--- src/rtl/uart_regbank_pkg.sv ---
package uart_regbank_pkg;

    localparam int DATA_W       = 8;
    localparam int LOCK_BIT     = 4;      // EFR bit enabling protected fields
    localparam int TC_SEL_BIT   = 6;      // MCR bit enabling TCR/TLR redirect
    localparam int BANK_BIT     = 7;      // LCR bit selecting divisor bank
    localparam logic [DATA_W-1:0] ENH_KEY = 8'hBF;

    localparam logic [DATA_W-1:0] IER_LOCK_MASK = 8'hF0;
    localparam logic [DATA_W-1:0] MCR_LOCK_MASK = 8'hE0;
    localparam logic [DATA_W-1:0] FCR_LOCK_MASK = 8'h30;

    typedef enum logic [1:0] {
        BANK_OPER,
        BANK_DIV,
        BANK_ENH
    } bank_e;

    typedef enum logic [4:0] {
        T_NONE,
        T_HOLD,
        T_IER,
        T_DLL,
        T_DLH,
        T_IIR_FCR,
        T_EFR,
        T_LCR,
        T_MCR,
        T_LSR,
        T_MSR,
        T_SPR,
        T_XON1,
        T_XON2,
        T_XOFF1,
        T_XOFF2,
        T_TCR,
        T_TLR
    } tgt_e;

    typedef struct packed {
        logic [DATA_W-1:0] lcr;
        logic [DATA_W-1:0] ier;
        logic [DATA_W-1:0] fcr;
        logic [DATA_W-1:0] mcr;
        logic [DATA_W-1:0] efr;
        logic [DATA_W-1:0] dll;
        logic [DATA_W-1:0] dlh;
        logic [DATA_W-1:0] spr;
        logic [DATA_W-1:0] xon1;
        logic [DATA_W-1:0] xon2;
        logic [DATA_W-1:0] xoff1;
        logic [DATA_W-1:0] xoff2;
        logic [DATA_W-1:0] tcr;
        logic [DATA_W-1:0] tlr;
    } cfg_t;

    function automatic bank_e bank_of(input logic [DATA_W-1:0] lcr);
        if (!lcr[BANK_BIT])     return BANK_OPER;
        else if (lcr == ENH_KEY) return BANK_ENH;
        else                     return BANK_DIV;
    endfunction

    // Bits set in mask take the old value when locked.
    function automatic logic [DATA_W-1:0] guard_bits(
        input logic [DATA_W-1:0] old_v,
        input logic [DATA_W-1:0] new_v,
        input logic [DATA_W-1:0] mask,
        input logic              unlocked
    );
        if (unlocked) return new_v;
        return (new_v & ~mask) | (old_v & mask);
    endfunction

endpackage

--- src/rtl/uart_regbank_decode.sv ---
module uart_regbank_decode
    import uart_regbank_pkg::*;
#(
    parameter int ADDR_W = 8
) (
    input  logic [ADDR_W-1:0] addr,
    input  logic [DATA_W-1:0] lcr,
    input  logic              tc_en,
    output bank_e             bank,
    output tgt_e              tgt
);
    localparam int IDX_W   = ADDR_W - 2;
    localparam int N_SLOTS = 8;

    logic [IDX_W-1:0] idx;
    logic             mapped;
    logic             enh;
    logic             oper;

    assign idx    = addr[ADDR_W-1:2];
    assign mapped = (addr[1:0] == 2'b00) && (idx < IDX_W'(N_SLOTS));
    assign bank   = bank_of(lcr);
    assign enh    = (bank == BANK_ENH);
    assign oper   = (bank == BANK_OPER);

    always_comb begin
        tgt = T_NONE;
        if (mapped) begin
            unique case (idx[2:0])
                3'd0: tgt = oper ? T_HOLD : T_DLL;
                3'd1: tgt = oper ? T_IER  : T_DLH;
                3'd2: tgt = enh  ? T_EFR  : T_IIR_FCR;
                3'd3: tgt = T_LCR;
                3'd4: tgt = enh  ? T_XON1 : T_MCR;
                3'd5: tgt = enh  ? T_XON2 : T_LSR;
                3'd6: tgt = tc_en ? T_TCR : (enh ? T_XOFF1 : T_MSR);
                3'd7: tgt = tc_en ? T_TLR : (enh ? T_XOFF2 : T_SPR);
                default: tgt = T_NONE;
            endcase
        end
    end

endmodule

--- src/rtl/uart_regbank_store.sv ---
module uart_regbank_store
    import uart_regbank_pkg::*;
(
    input  logic              clk,
    input  logic              rst,
    input  logic              wr_en,
    input  tgt_e              tgt,
    input  logic [DATA_W-1:0] wr_data,
    output cfg_t              cfg
);
    logic unlocked;
    assign unlocked = cfg.efr[LOCK_BIT];

    always_ff @(posedge clk) begin
        if (rst) begin
            cfg <= '0;
        end else if (wr_en) begin
            case (tgt)
                T_LCR:     cfg.lcr   <= wr_data;
                T_IER:     cfg.ier   <= guard_bits(cfg.ier, wr_data, IER_LOCK_MASK, unlocked);
                T_IIR_FCR: cfg.fcr   <= guard_bits(cfg.fcr, wr_data, FCR_LOCK_MASK, unlocked);
                T_MCR:     cfg.mcr   <= guard_bits(cfg.mcr, wr_data, MCR_LOCK_MASK, unlocked);
                T_EFR:     cfg.efr   <= wr_data;
                T_DLL:     cfg.dll   <= wr_data;
                T_DLH:     cfg.dlh   <= wr_data;
                T_SPR:     cfg.spr   <= wr_data;
                T_XON1:    cfg.xon1  <= wr_data;
                T_XON2:    cfg.xon2  <= wr_data;
                T_XOFF1:   cfg.xoff1 <= wr_data;
                T_XOFF2:   cfg.xoff2 <= wr_data;
                T_TCR:     cfg.tcr   <= wr_data;
                T_TLR:     cfg.tlr   <= wr_data;
                default:   ;
            endcase
        end
    end

    assert_ier_lock_R7: assert property (@(posedge clk) disable iff (rst)
        (wr_en && tgt == T_IER && !cfg.efr[LOCK_BIT])
        |=> (cfg.ier[7:4] == $past(cfg.ier[7:4])) && (cfg.ier[3:0] == $past(wr_data[3:0])));

    assert_mcr_lock_R8: assert property (@(posedge clk) disable iff (rst)
        (wr_en && tgt == T_MCR && !cfg.efr[LOCK_BIT])
        |=> cfg.mcr[7:5] == $past(cfg.mcr[7:5]));

    assert_fcr_lock_R8: assert property (@(posedge clk) disable iff (rst)
        (wr_en && tgt == T_IIR_FCR && !cfg.efr[LOCK_BIT])
        |=> cfg.fcr[5:4] == $past(cfg.fcr[5:4]));

    assert_ro_write_R5: assert property (@(posedge clk) disable iff (rst)
        (wr_en && (tgt == T_LSR || tgt == T_MSR || tgt == T_NONE))
        |=> cfg == $past(cfg));

endmodule

--- src/rtl/uart_regbank.sv ---
module uart_regbank
    import uart_regbank_pkg::*;
#(
    parameter int ADDR_W = 8
) (
    input  logic              clk,
    input  logic              rst,
    input  logic [ADDR_W-1:0] addr,
    input  logic              wr_en,
    input  logic [7:0]        wr_data,
    input  logic              rd_en,
    output logic [7:0]        rd_data,
    input  logic [7:0]        rx_data,
    input  logic [7:0]        iir_in,
    input  logic [7:0]        lsr_in,
    input  logic [7:0]        msr_in,
    output logic              rx_pop,
    output logic              tx_push,
    output logic [7:0]        tx_data,
    output logic [7:0]        lcr_o,
    output logic [7:0]        ier_o,
    output logic [7:0]        fcr_o,
    output logic [7:0]        mcr_o,
    output logic [7:0]        efr_o,
    output logic [7:0]        dll_o,
    output logic [7:0]        dlh_o
);
    cfg_t              cfg;
    bank_e             bank;
    tgt_e              tgt;
    logic              tc_en;
    logic [DATA_W-1:0] rd_mux;

    assign tc_en = cfg.efr[LOCK_BIT] && cfg.mcr[TC_SEL_BIT];

    uart_regbank_decode #(.ADDR_W(ADDR_W)) u_decode (
        .addr  (addr),
        .lcr   (cfg.lcr),
        .tc_en (tc_en),
        .bank  (bank),
        .tgt   (tgt)
    );

    uart_regbank_store u_store (
        .clk     (clk),
        .rst     (rst),
        .wr_en   (wr_en),
        .tgt     (tgt),
        .wr_data (wr_data),
        .cfg     (cfg)
    );

    always_comb begin
        unique case (tgt)
            T_HOLD:    rd_mux = rx_data;
            T_IER:     rd_mux = cfg.ier;
            T_DLL:     rd_mux = cfg.dll;
            T_DLH:     rd_mux = cfg.dlh;
            T_IIR_FCR: rd_mux = iir_in;
            T_EFR:     rd_mux = cfg.efr;
            T_LCR:     rd_mux = cfg.lcr;
            T_MCR:     rd_mux = cfg.mcr;
            T_LSR:     rd_mux = lsr_in;
            T_MSR:     rd_mux = msr_in;
            T_SPR:     rd_mux = cfg.spr;
            T_XON1:    rd_mux = cfg.xon1;
            T_XON2:    rd_mux = cfg.xon2;
            T_XOFF1:   rd_mux = cfg.xoff1;
            T_XOFF2:   rd_mux = cfg.xoff2;
            T_TCR:     rd_mux = cfg.tcr;
            T_TLR:     rd_mux = cfg.tlr;
            default:   rd_mux = '0;
        endcase
    end

    always_ff @(posedge clk) begin
        if (rst)        rd_data <= '0;
        else if (rd_en) rd_data <= rd_mux;
    end

    assign rx_pop  = rd_en && (tgt == T_HOLD);
    assign tx_push = wr_en && (tgt == T_HOLD);
    assign tx_data = wr_data;

    assign lcr_o = cfg.lcr;
    assign ier_o = cfg.ier;
    assign fcr_o = cfg.fcr;
    assign mcr_o = cfg.mcr;
    assign efr_o = cfg.efr;
    assign dll_o = cfg.dll;
    assign dlh_o = cfg.dlh;

    assert_fifo_strobe_R2: assert property (@(posedge clk) disable iff (rst)
        (rx_pop || tx_push) |-> (bank == BANK_OPER && !lcr_o[BANK_BIT]));

    assert_unmapped_zero_R10: assert property (@(posedge clk) disable iff (rst)
        (rd_en && tgt == T_NONE) |=> rd_data == '0);

    assert_lcr_next_R9: assert property (@(posedge clk) disable iff (rst)
        (wr_en && tgt == T_LCR) |=> lcr_o == $past(wr_data));

    assert_rd_hold_R12: assert property (@(posedge clk) disable iff (rst)
        (!rd_en && !$past(rst)) |=> $stable(rd_data));

endmodule

--- config.mk ---
export PLATFORM = sky130hd
export DESIGN_NAME = uart_regbank
export DESIGN_NICKNAME = d
export VERILOG_FILES = /design/src/rtl/uart_regbank_pkg.sv /design/src/rtl/uart_regbank_decode.sv /design/src/rtl/uart_regbank_store.sv /design/src/rtl/uart_regbank.sv
export SDC_FILE = /design/constraint.sdc
export NUM_CORES = 1
export LEC_CHECK = 0
export ABC_CLOCK_PERIOD_IN_PS = 2290
export BUFFER_PORTS_ARGS = -buffer_cell sky130_fd_sc_hd__buf_2
export CAP_MARGIN = 20
export CORE_ASPECT_RATIO = 1.2
export CORE_MARGIN = 10
export CORE_UTILIZATION = 44
export CTS_CLUSTER_SIZE = 20
export DETAILED_ROUTE_END_ITERATION = 8
export PLACE_DENSITY = 0.66
export SETUP_SLACK_MARGIN = 0.2
export SYNTH_ARGS = -nofsm -noshare
export SYNTH_HDL_FRONTEND = slang
export SYNTH_SLANG_ARGS = --single-unit
--- constraint.sdc ---
create_clock -name clk -period 2.29 [get_ports clk]
set_input_delay 0.1145 -clock clk [delete_from_list [all_inputs] [get_ports clk]]
set_output_delay 0.1145 -clock clk [all_outputs]
set_load 0.03 [all_outputs]
==> metrics.md <==
| Metric | Value |
|---|---|
| Fraction of synthesis flops using an asynchronous set or reset pin | `0` |
| ANT cells | `0` |
| Launching point of the worst reg2reg path | `u_store.cfg[110]` |
| Data arrival time of the worst path | `2.78 ns` |
| Biggest area contributors in the synthesized netlist | `sky130_fd_sc_hd__dfxtp_1 (38%), sky130_fd_sc_hd__mux2i_1 (8.0%), sky130_fd_sc_hd__buf_4 (7.8%)` |
| Detailed Route Iter0 Violations | `839` |
| Internal portion of total power | `3.98 mW` |
| DP HPWL | `19,000 um` |
| Count of maximum capacitance violations | `0` |
| Via count | `7,123` |
| Hold slack | `0.0339 ns` |
| Worst Setup Slack, final | `-0.147 ns` |
| Vias in the first global route | `6,882` |
| Share of post-route cells with drive strength above 1 | `0.470` |
| H-Tree Level Count | `4` |
| Share of total power in sequential cells | `0.402` |
| Post-synth top cells | `sky130_fd_sc_hd__nand2_1 (126), sky130_fd_sc_hd__dfxtp_1 (120), sky130_fd_sc_hd__a21oi_1 (95)` |
| Least-Margin Pin Slew | `0.770 ns` |
| Run status | `finished, violations left` |
| Start point of the worst min-delay path | `rst` |
| Flop and latch count out of synthesis | `120` |
| Setup slack at placement | `-0.459 ns` |
| CP peak stage delay | `0.42 ns` |
| Relative contribution of the clock network to total power | `0.528` |
| Number of antenna violations at the first check in global routing | `0` |
| Footprint of the flip-flops and latches | `around 0.0024 mm2` |
| Reg2reg path depth | `11` |
| Worst-case register-to-register setup slack | `-0.15 ns` |
| Die extent in y | `151 um` |
| Power, Total | `5.20 mW` |
| Final GP Congestion | `1.00` |
| First-pass GRT wire length | `40,600 um` |
| Final number of setup-violating endpoints | `27` |
| Avg Inst Size Synth | `8.06 um2` |
| Die Area | `0.0195 mm2` |
| Cell type with the highest occurrence count on the critical path | `sky130_fd_sc_hd__buf_6` |
| Clk sinks | `120` |
| Synthesized Nets | `roughly 830` |
| Global router's overall resource usage | `0.277` |
| Switch share | `0.234` |
| Sw Pwr | `1.22 mW` |
| Dominant cell type by area after synthesis | `sky130_fd_sc_hd__dfxtp_1` |
| Ratio of total power to cell area | `556 mW/mm2` |
| Routed length per instance | `between 20 and 25 um` |
| Port bufs | `125` |
| RSZ-0062 raised after global routing | `yes` |
| Number of remaining DRC errors | `0` |
| Maximum number of pins on one net before global-route repair | `between 60 and 70` |
| Violated checks | `setup timing` |
| Sequential cell area fraction in the yosys report | `0.382` |
| Largest delay share family, worst path | `simple AND/OR/NAND/NOR gates` |
| Cts-stage hold buffer count | `0` |
| Category of the critical setup timing path | `flip-flop to flip-flop` |
| Worst hold path depth | `2` |
| Total Wirelength | `between 20,000 and 30,000 um` |
| Detail Route Antenna Nets | `0` |
| Deepest clock path buffer count | `2` |
| Top-area cell type share of the netlist area | `0.382` |
| Chain of cells forming the critical path | `nand4b_1 > or3_4 > buf_6 > nand2_4 > buf_6 > buf_12 > nand2_1 > a21oi_1 > a2111oi_2 > buf_4 > a311oi_2` |
| Syn. warnings | `0` |
| Vias per inst | `6.16` |
| Max Freq | `0.410 GHz` |
| Syn-to-layout area delta | `48.8%` |
| Synth Cell Area | `0.00628 mm2` |
| Relative slew slack | `0.487` |
| Startpoint type of the worst setup path | `flip-flop` |
| Clk_lat worst skew | `about 0.44 ns` |
| Core ar. | `about 0.014 mm2` |
| Total CTS buffers | `17` |
| Number of flops mapped to enable cells by yosys | `0` |
| Maximum ir drop on the vdd rail | `approximately 0.44 mV` |
| Ratio of final minimum period to clock period | `1.06` |
| Required time at the endpoint of the critical path | `2.63 ns` |
| Post-layout nets | `1,026` |
| Most common cell in the synthesized netlist | `sky130_fd_sc_hd__nand2_1` |
| Starting density of the core | `0.453` |
| Multi-input logic area | `between 0.003 and 0.004 mm2` |
| Critical Path End Type | `flip-flop` |
| I/O Pins | `126` |
| Grt total ovfl | `0` |
| First-pass DRT Iterations | `6` |
| Critical Path Fanout Max | `6` |
| Max stage delay cell, worst path | `sky130_fd_sc_hd__or3_4` |
| Buffers plus inverters on the worst setup path | `4` |
| Reg-to-Reg End | `rd_data[5]` |
| Clock Tree Root | `sky130_fd_sc_hd__clkbuf_16` |
| Static Leakage | `3.68 nW` |
| Slew Limit Fails | `0` |
| CTS tree | `done` |
| Placement Rows | `47` |
| Class of the tightest hold or removal check | `input port to flip-flop` |
| Hold Vio Cnt, Final | `0` |
| Post-layout min period | `between 2 and 2.5 ns` |
| Die width | `129 um` |
| Post-synth top flop | `sky130_fd_sc_hd__dfxtp_1` |
| Worst hold endpoint | `u_store.cfg[46]` |
| Count of distinct cell types in the synthesized netlist | `63` |
| Combinational share of power | `0.070` |
| Clk_skew | `0.00974 ns` |
| Synth Instances | `around 800` |
| Post-CTS clock slew at the launch and capture registers of the worst setup and hold paths | `0.06 ns` |
| Fillcell total | `about 1,100` |
[worst register-to-register path: cells and delay by family (launching register included)]
family / cells / cell delay, ns
buf+inv: 4 / 0.56
simple gates: 4 / 0.91
flops: 1 / 0.32
compound gates: 3 / 0.59
[layout by cell type (no fill, tap or decap), types with 23 or more instances in the layout]
| master | instances |
|---|---|
| sky130_fd_sc_hd__nand2_2 | 23 |
| sky130_fd_sc_hd__mux2i_1 | 48 |
| sky130_fd_sc_hd__dfxtp_1 | 117 |
| sky130_fd_sc_hd__nor2_1 | 49 |
| sky130_fd_sc_hd__buf_6 | 47 |
| sky130_fd_sc_hd__nand2_1 | 95 |
| sky130_fd_sc_hd__a21oi_1 | 74 |
| sky130_fd_sc_hd__buf_4 | 116 |
| sky130_fd_sc_hd__buf_2 | 120 |
| sky130_fd_sc_hd__nand3_1 | 39 |
[routing by layer]
layer,global-route usage,wire length [um],vias to the layer above
met5,0,0,-
met4,0.178,1660,0
met3,0.0741,2790,116
met2,0.441,13000,451
met1,0.324,10500,3434
li1,-,-,3122
[final cells by class]
cell class	instances	share of cell area
clock buffers	22	0.0507
clock inverters	9	0.0131
inverters	6	0.00268
multi-input cells	536	0.418
flip-flops and latches	120	0.258
well taps	171	0.0229
repair buffers	293	0.235
[power by group through the flow]
stage	Combinational, mW	Sequential (mW)	Clock, mW
2_1_floorplan	0.148	2.14	0
3_3_place_gp	0.301	2.14	0
3_5_place_dp	0.299	2.14	0
4_1_cts	0.332	2.09	2.74
5_1_grt	0.373	2.09	2.84
6_report	0.364	2.09	2.75
[sequential cells by signal, indices dropped and copies added (netlist names)]
register,flops
rd_data,8
u_store.cfg,112
[cells by family after synthesis]
logic type      synth area share
simple gates               0.242
flops                      0.382
buf+inv                    0.119
compound gates             0.172
mux                       0.0851
[worst max-delay path by stage]
stage / from / endpoint / slack, ns / depth (start not counted)
6_report: u_store.cfg[110] / rd_data[5] / -0.15 / 11
5_1_grt: u_store.cfg[110] / rd_data[7] / -0.21 / 9
4_1_cts: u_store.cfg[110] / rd_data[5] / -0.08 / 10
3_5_place_dp: addr[0] / rd_data[0] / -0.46 / 9
3_3_place_gp: addr[0] / rd_data[0] / -0.45 / 9
2_1_floorplan: addr[0] / rd_data[4] / -0.02 / 8
[what timing repair did]
item	CTS	global route
cloned	2	0
hold endpoints to repair	0	0
endpoints found under the setup margin	106	106
buffers inserted	33	10
resized for setup	125	83
pin swaps	62	55
[metrics by stage]
step	TNS, ns	std cells	area (um2)	utilization
floorplan	-0.0250	779	6400	-
global placement	-8.64	1081	7490	0.540
detailed placement	-10.16	1081	7490	0.540
CTS	-0.581	1147	8920	0.642
global route	-4.07	1157	9350	0.674
finish	-2.23	1157	9350	0.674
Power figures use the tool's default switching activity.
